==> src/rtl/cap_pkg.sv <==
package cap_pkg;
  localparam int TW = 16;
  localparam int MAX_DIV = 16;
  localparam int PSW = $clog2(MAX_DIV);

  localparam logic [3:0] MODE_OFF   = 4'b0000;
  localparam logic [3:0] MODE_FALL  = 4'b0100;
  localparam logic [3:0] MODE_RISE  = 4'b0101;
  localparam logic [3:0] MODE_DIV4  = 4'b0110;
  localparam logic [3:0] MODE_DIV16 = 4'b0111;

  typedef struct packed {
    logic latch;
    logic setFlag;
  } ctrlStrb_t;

  function automatic logic isCapture(input logic [3:0] m);
    return m[3:2] == 2'b01;
  endfunction
endpackage

==> src/rtl/cap_ctrl.sv <==
module cap_ctrl
  import cap_pkg::*;
(
  input  logic       clk,
  input  logic       rstN,
  input  logic       pinIn,
  input  logic       modeWrEn,
  input  logic [3:0] modeWrData,
  output ctrlStrb_t  strb
);
  localparam logic [PSW-1:0] LIM4  = PSW'(3);
  localparam logic [PSW-1:0] LIM16 = PSW'(MAX_DIV - 1);

  logic [3:0]     modeQ;
  logic           prevPin;
  logic [PSW-1:0] psCnt, psNext;
  logic           rise, fall, evt, wrChg;

  assign rise = pinIn & ~prevPin;
  assign fall = ~pinIn & prevPin;

  always_comb begin
    evt    = 1'b0;
    psNext = psCnt;
    case (modeQ)
      MODE_FALL: evt = fall;
      MODE_RISE: evt = rise;
      MODE_DIV4: if (rise) begin
        if (psCnt >= LIM4) begin evt = 1'b1; psNext = '0; end
        else psNext = psCnt + 1'b1;
      end
      MODE_DIV16: if (rise) begin
        if (psCnt >= LIM16) begin evt = 1'b1; psNext = '0; end
        else psNext = psCnt + 1'b1;
      end
      default: psNext = '0;
    endcase
  end

  assign wrChg = modeWrEn && isCapture(modeQ) && isCapture(modeWrData)
                 && (modeWrData != modeQ);

  assign strb.latch   = evt;
  assign strb.setFlag = evt | wrChg;

  always_ff @(posedge clk) begin
    if (!rstN) begin
      modeQ   <= MODE_OFF;
      prevPin <= 1'b0;
      psCnt   <= '0;
    end else begin
      prevPin <= pinIn;
      psCnt   <= psNext;
      if (modeWrEn) modeQ <= modeWrData;
    end
  end


  ps_idle_chk: assert property (@(posedge clk) disable iff (!rstN)
    !isCapture(modeQ) |=> (psCnt == '0));


  no_event_off_chk: assert property (@(posedge clk) disable iff (!rstN)
    !isCapture(modeQ) |-> !strb.latch);


  div16_full_chk: assert property (@(posedge clk) disable iff (!rstN)
    (strb.latch && modeQ == MODE_DIV16) |-> (psCnt == LIM16));
endmodule

==> src/rtl/cap_dp.sv <==
module cap_dp
  import cap_pkg::*;
#(
  parameter int W = TW
) (
  input  logic         clk,
  input  logic         rstN,
  input  ctrlStrb_t    strb,
  input  logic [W-1:0] timerVal,
  input  logic         flagClr,
  input  logic         irqEn,
  output logic [W-1:0] captureVal,
  output logic         capFlag,
  output logic         irqOut
);
  always_ff @(posedge clk) begin
    if (!rstN) begin
      captureVal <= '0;
      capFlag    <= 1'b0;
    end else begin
      if (strb.latch) captureVal <= timerVal;
      if (strb.setFlag) capFlag <= 1'b1;
      else if (flagClr) capFlag <= 1'b0;
    end
  end

  assign irqOut = capFlag & irqEn;


  latch_val_chk: assert property (@(posedge clk) disable iff (!rstN)
    strb.latch |=> (captureVal == $past(timerVal)));


  spur_keep_chk: assert property (@(posedge clk) disable iff (!rstN)
    (strb.setFlag && !strb.latch) |=> $stable(captureVal));


  flag_hold_chk: assert property (@(posedge clk) disable iff (!rstN)
    (capFlag && !flagClr) |=> capFlag);
endmodule

==> src/rtl/edge_capture_unit.sv <==
module edge_capture_unit
  import cap_pkg::*;
(
  input  logic          clk,
  input  logic          rstN,
  input  logic          pinIn,
  input  logic [TW-1:0] timerVal,
  input  logic          modeWrEn,
  input  logic [3:0]    modeWrData,
  input  logic          flagClr,
  input  logic          irqEn,
  output logic [TW-1:0] captureVal,
  output logic          capFlag,
  output logic          irqOut
);
  ctrlStrb_t strb;

  cap_ctrl uCtrl (
    .clk(clk), .rstN(rstN), .pinIn(pinIn),
    .modeWrEn(modeWrEn), .modeWrData(modeWrData), .strb(strb)
  );

  cap_dp #(.W(TW)) uDp (
    .clk(clk), .rstN(rstN), .strb(strb), .timerVal(timerVal),
    .flagClr(flagClr), .irqEn(irqEn), .captureVal(captureVal),
    .capFlag(capFlag), .irqOut(irqOut)
  );


  irq_gate_chk: assert property (@(posedge clk) disable iff (!rstN)
    irqOut |-> (capFlag && irqEn));
endmodule

==> config.mk <==
export PLATFORM = sky130hd
export DESIGN_NAME = edge_capture_unit
export DESIGN_NICKNAME = d
export VERILOG_FILES = /design/src/rtl/cap_pkg.sv /design/src/rtl/cap_ctrl.sv /design/src/rtl/cap_dp.sv /design/src/rtl/edge_capture_unit.sv
export SDC_FILE = /design/constraint.sdc
export NUM_CORES = 1
export LEC_CHECK = 0
export BUFFER_PORTS_ARGS = -buffer_cell sky130_fd_sc_hd__buf_4
export CAP_MARGIN = 10
export CORE_UTILIZATION = 25
export CTS_CLUSTER_DIAMETER = 100
export CTS_CLUSTER_SIZE = 10
export DETAILED_ROUTE_END_ITERATION = 8
export HOLD_SLACK_MARGIN = 0.08
export PLACE_DENSITY = 0.48
export RECOVER_POWER = 50
export SETUP_SLACK_MARGIN = 0.05
export SLEW_MARGIN = 25
export SYNTH_ARGS = -nofsm -noshare
export SYNTH_HDL_FRONTEND = slang
export SYNTH_SLANG_ARGS = --single-unit
==> constraint.sdc <==
create_clock -name clk -period 1.65 [get_ports clk]
set_input_delay 0.165 -clock clk [delete_from_list [all_inputs] [get_ports clk]]
set_output_delay 0.165 -clock clk [all_outputs]
set_load 0.01 [all_outputs]
# Yosys cells after proc, flatten, opt, wreduce, memory -nomap -nowiden
# Cells that the tools add are included.
[word_totals]
register_bits = 26
latch_bits = 0
ramBits = 0
romBits = 0
output_inout_bits = 18
n_memories = 0
[op_classes]
add_sub_neg = 1
multipliers = 0
n_div = 0
magnitude_cmp = 2
n_eq_ne = 9
shifts = 0
n_mux = 12
n_bitwise = 7
n_reduce_logical = 6
[op_table]
columns = ["op", "n"]
rows = [
  ["equality test 4 x 3 -> 1 bit, second input constant", 4],
  ["two-way mux 4 bit", 4],
  ["case mux 4 bit (3 select lines)", 1],
  ["two-way mux 1 bit", 6],
  ["adder 4 x 1 -> 4 bit, second input constant", 1],
  ["equality test 2 x 1 -> 1 bit, second input constant", 2],
  ["greater-or-equal comparator 4 x 2 -> 1 bit, second input constant", 1],
  ["greater-or-equal comparator 4 bit, second input constant", 1],
  ["inequality test 2 x 1 -> 1 bit, second input constant", 2],
  ["inequality test 4 bit", 1],
  ["case mux 1 bit (4 select lines)", 1],
  ["AND 1 bit", 3],
  ["logical AND 1 bit", 3],
  ["inverter 1 bit", 3],
  ["AND reduction 3 bit", 1],
  ["nonzero test 2 bit", 1],
  ["OR reduction 2 bit", 1],
  ["bitwise OR 1 bit", 1],
]

# Depth between registers and ports, before layout
[depth]
depth_word = 6
ltp_mapped = 7

# Cells and area by module
# Synthesis repeated with hierarchy kept, for this count alone.
[hier_totals]
hier_cells = 118
area_unflattened_um2 = 1188.6
[modules_own_cells]
columns = ["module", "instances", "cells_each", "area_each_um2"]
rows = [
  ["cap_dp", 1, 55, 655.6],
  ["cap_ctrl", 1, 63, 533.0],
]

# Worst setup path before layout
# No wires, ideal clock.
[synth_timing]
path_kind = "flip-flop to flip-flop"
from = "register uCtrl.modeQ[0]"
to = "register uDp.captureVal[6]"
t_arrival_ns = 1.401
required_ns = 1.532
setup_slack_ns = 0.131
stages_incl_launch_ff = 7
path_buffers = 2
period_less_slack_ns = 1.519
cell_sequence = "dfxtp_1 or3b_1 a211oi_2 a211oi_2 buf_6 buf_12 mux2i_1"
[synth_via]
elab_chain_len = 2
[synth_lines]
columns = ["element", "line", "text"]
rows = [
  ["start, declared", "cap_ctrl.sv:14", "logic [3:0] modeQ;"],
  ["start signal, assigned", "cap_ctrl.sv:54", "if (modeWrEn) modeQ <= modeWrData;"],
  ["equality test 4 x 3 -> 1 bit", "cap_ctrl.sv:25", "case (modeQ)"],
  ["case mux 1 bit (4 select lines) (*)", "cap_ctrl.sv:25", ""],
  ["end signal, assigned", "cap_dp.sv:21", "if (strb.latch) captureVal <= timerVal;"],
  ["end, declared", "cap_dp.sv:12", "output logic [W-1:0] captureVal,"],
]
# Every way passes the cells marked *; elsewhere a longest branch is shown, timed or not.
# A chain may end at the register's enable or synchronous reset.

# Worst setup path after layout
[layout_timing]
from = "register uCtrl.modeQ[0]"
to = "register uDp.captureVal[0]"
# Same word-level chain as after synthesis.

==> results.json <==
{
  "status": "finished, violations left",
  "violations": "DRC",
  "hold_buffers": 0,
  "syn_nets": 159,
  "gp_congestion": 0.838,
  "slew_viol_final": 0,
  "cts_buffers": 3,
  "setup_violations": 0,
  "layout_commonest_cell": "nand2_1",
  "synth_ff_type": "dfxtp_1",
  "grt_pass1_vias": 1007,
  "worstSetupStartpointType": "flop",
  "drt_iter0_drc": 42,
  "worstPathArrival_ns": 1.76,
  "synth_warnings": 0,
  "cp_max_fo": 8,
  "syn2layout_area_growth_pct": 39.5,
  "grt_max_degree": 44,
  "gr-usage-all-layers_pct": 11.0,
  "avgSynthCellArea_um2": 9.11,
  "core_area_um2": 4470,
  "power.total_w": 0.00131,
  "synth_enable_flop_cells": 0,
  "first_pass_iters": 6,
  "setup-tns-final_ns": 0,
  "yosysSeqAreaShare_pct": 43.3,
  "syn_area_um2": 1200,
  "routed_wl_um": 2840,
  "netlist_instances": 132,
  "drc": 1,
  "cts_tree": "done",
  "clock_sinks": 26,
  "drt-vias-per-instance": 4.56,
  "rsz0062_at_grt": "yes",
  "nNetsFinal": 204,
  "slew_headroom_pct": 50.1,
  "tightest_slew_ns": 0.748,
  "final_layout_size_suffix_gt1_share_pct": 28.4,
  "maxCapViolCount": 0,
  "cts.path.max_buffers": 2,
  "fin_crit_ns": 1.55,
  "initial_core_util_pct": 26.9,
  "clkLatencyLatePin_ns": 0.27,
  "row_count": 24,
  "cp-end-kind": "flop",
  "die_w_um": 71.4,
  "layout_common_cells": "nand2_1 (35), buf_4 (28), dfxtp_1 (22), mux2i_1 (19), clkbuf_1 (17)",
  "hold_path_class": "input port to flop",
  "io_buffers": 43,
  "max-vdd-ir-drop_mv": 0.470,
  "skew_ns": 0.00733,
  "die_area_um2": 5090,
  "pin_count": 44,
  "async_flop_share_pct": 0,
  "vias": 1040,
  "antenna_cells": 0,
  "die_h_um": 71.4,
  "critPathRequiredTime_ns": 1.86,
  "wl_per_cell_um": 12.5,
  "powerDensity_nw_per_um2": 779,
  "synth-seq-cells": 26,
  "clock.fmax_mhz": 645,
  "fin_ws_ns": 0.101,
  "yosysUniqueCellTypes": 30,
  "grt-ovfl-total": 0,
  "clk_pin_slew_ns": 0.09,
  "hold_viol": 0,
  "cts-root-buf": "clkbuf_8",
  "antenna_left": 0,
  "power_leakage_nw": 0.749,
  "dp_hpwl_um": 1880,
  "grt_pass1_wl_um": 4450,
  "cts_max_level": 1,
  "holdWs_ns": 0.127,
  "path_class": "flop to flop",
  "dpl_worst_slack_ns": 0.0619,
  "antenna_found_initial": 0,
  "period_share_pct": 93.9
}
## where the power goes
group	leakage [nW]	internal [W]	switching, W
registers	0.213	0.000637	0.00000972
logic	0.500	0.0000758	0.0000568
clock network	0.0357	0.000325	0.000203
total	0.749	0.00104	0.000270
## area by class of cell
| cell class | instances | area (um2) |
|---|---|---|
| Multi-Input combinational cell | 96 | 677 |
| Inverter | 2 | 7.51 |
| Clock buffer | 3 | 41.3 |
| Sequential cell | 26 | 533 |
| Tap cell | 52 | 65.1 |
| Fill cell | 473 | 2800 |
| Timing Repair Buffer | 48 | 324 |
| Clock inverter | 1 | 30.0 |
## synthesized netlist by cell type, types with 2 or more instances
cell       n  share of area, %
xnor2_1    2               1.5
a21boi_1   3               1.9
a21oi_1    2              0.83
nand3b_1   3               1.9
inv_1      2              0.62
clkbuf_1   6               1.9
o21ai_1    2              0.83
and2_1     2               1.0
nand2b_1   3               1.6
a211oi_2   2               2.1
nand2_1   36                11
dfxtp_1   26                43
nor2_1     2              0.62
mux2i_1   19                16
nor2b_1    7               3.6
## routing by layer
| metal | vias up | GRT usage [%] | routed length [um] |
|---|---|---|---|
| met1 | 477 | 13.5 | 1330 |
| met3 | 0 | 3.80 | 150 |
| li1 | 533 | - | - |
| met5 | - | 0 | 0 |
| met4 | 0 | 2.00 | 0 |
| met2 | 30 | 18.8 | 1360 |
## critical path, cell delays in order, from the launching register on
cell and delay [ns]:
dfxtp_4 0.38, and4b_2 0.30, a21oi_2 0.09, a211oi_4 0.32, clkbuf_16 0.23, mux2i_1 0.17
## registers in the layout (all words and copies together), names as in the netlist
register and flops:
uDp.captureVal 16, uCtrl.modeQ 4, uCtrl.prevPin 1, uCtrl.psCnt 4, uDp.capFlag 1
## worst paths after layout
path	from	to	slack (ns)	cells after the start
min	pinIn	uCtrl.prevPin	0.13	2
max	uCtrl.modeQ[0]	uDp.captureVal[0]	0.10	5
max reg2reg	uCtrl.modeQ[0]	uDp.captureVal[0]	0.10	5
min reg2reg	uDp.captureVal[5]	uDp.captureVal[5]	0.46	2
## per-stage QoR
step	std cells	cell area (um2)	util, %
3_3_place_gp	221	1570	35.1
4_1_cts	225	1650	36.8
5_1_grt	228	1680	37.5
6_report	228	1680	37.5
2_1_floorplan	132	1200	-
3_5_place_dp	221	1570	35.1
## cell families (layout without fill, tap and decap cells)
group	count (synthesis)	in the layout	synth area share, %
simple gates	59	59	23.6
flops	26	26	43.3
fa+ha+maj	1	1	1.04
buf+inv	10	54	5.10
xor+xnor	2	2	1.46
mux	19	19	15.8
compound gates	15	15	9.68
## what timing repair did
action                                 in CTS  in global routing
buffers inserted                            0                  2
endpoints found under the hold margin       0                  0
setup endpoints to repair                   2                 17
gates resized for setup                     2                 17
gates cloned                                0                  1
pin swaps                                   0                  3
(Power assumes the default switching activity.)
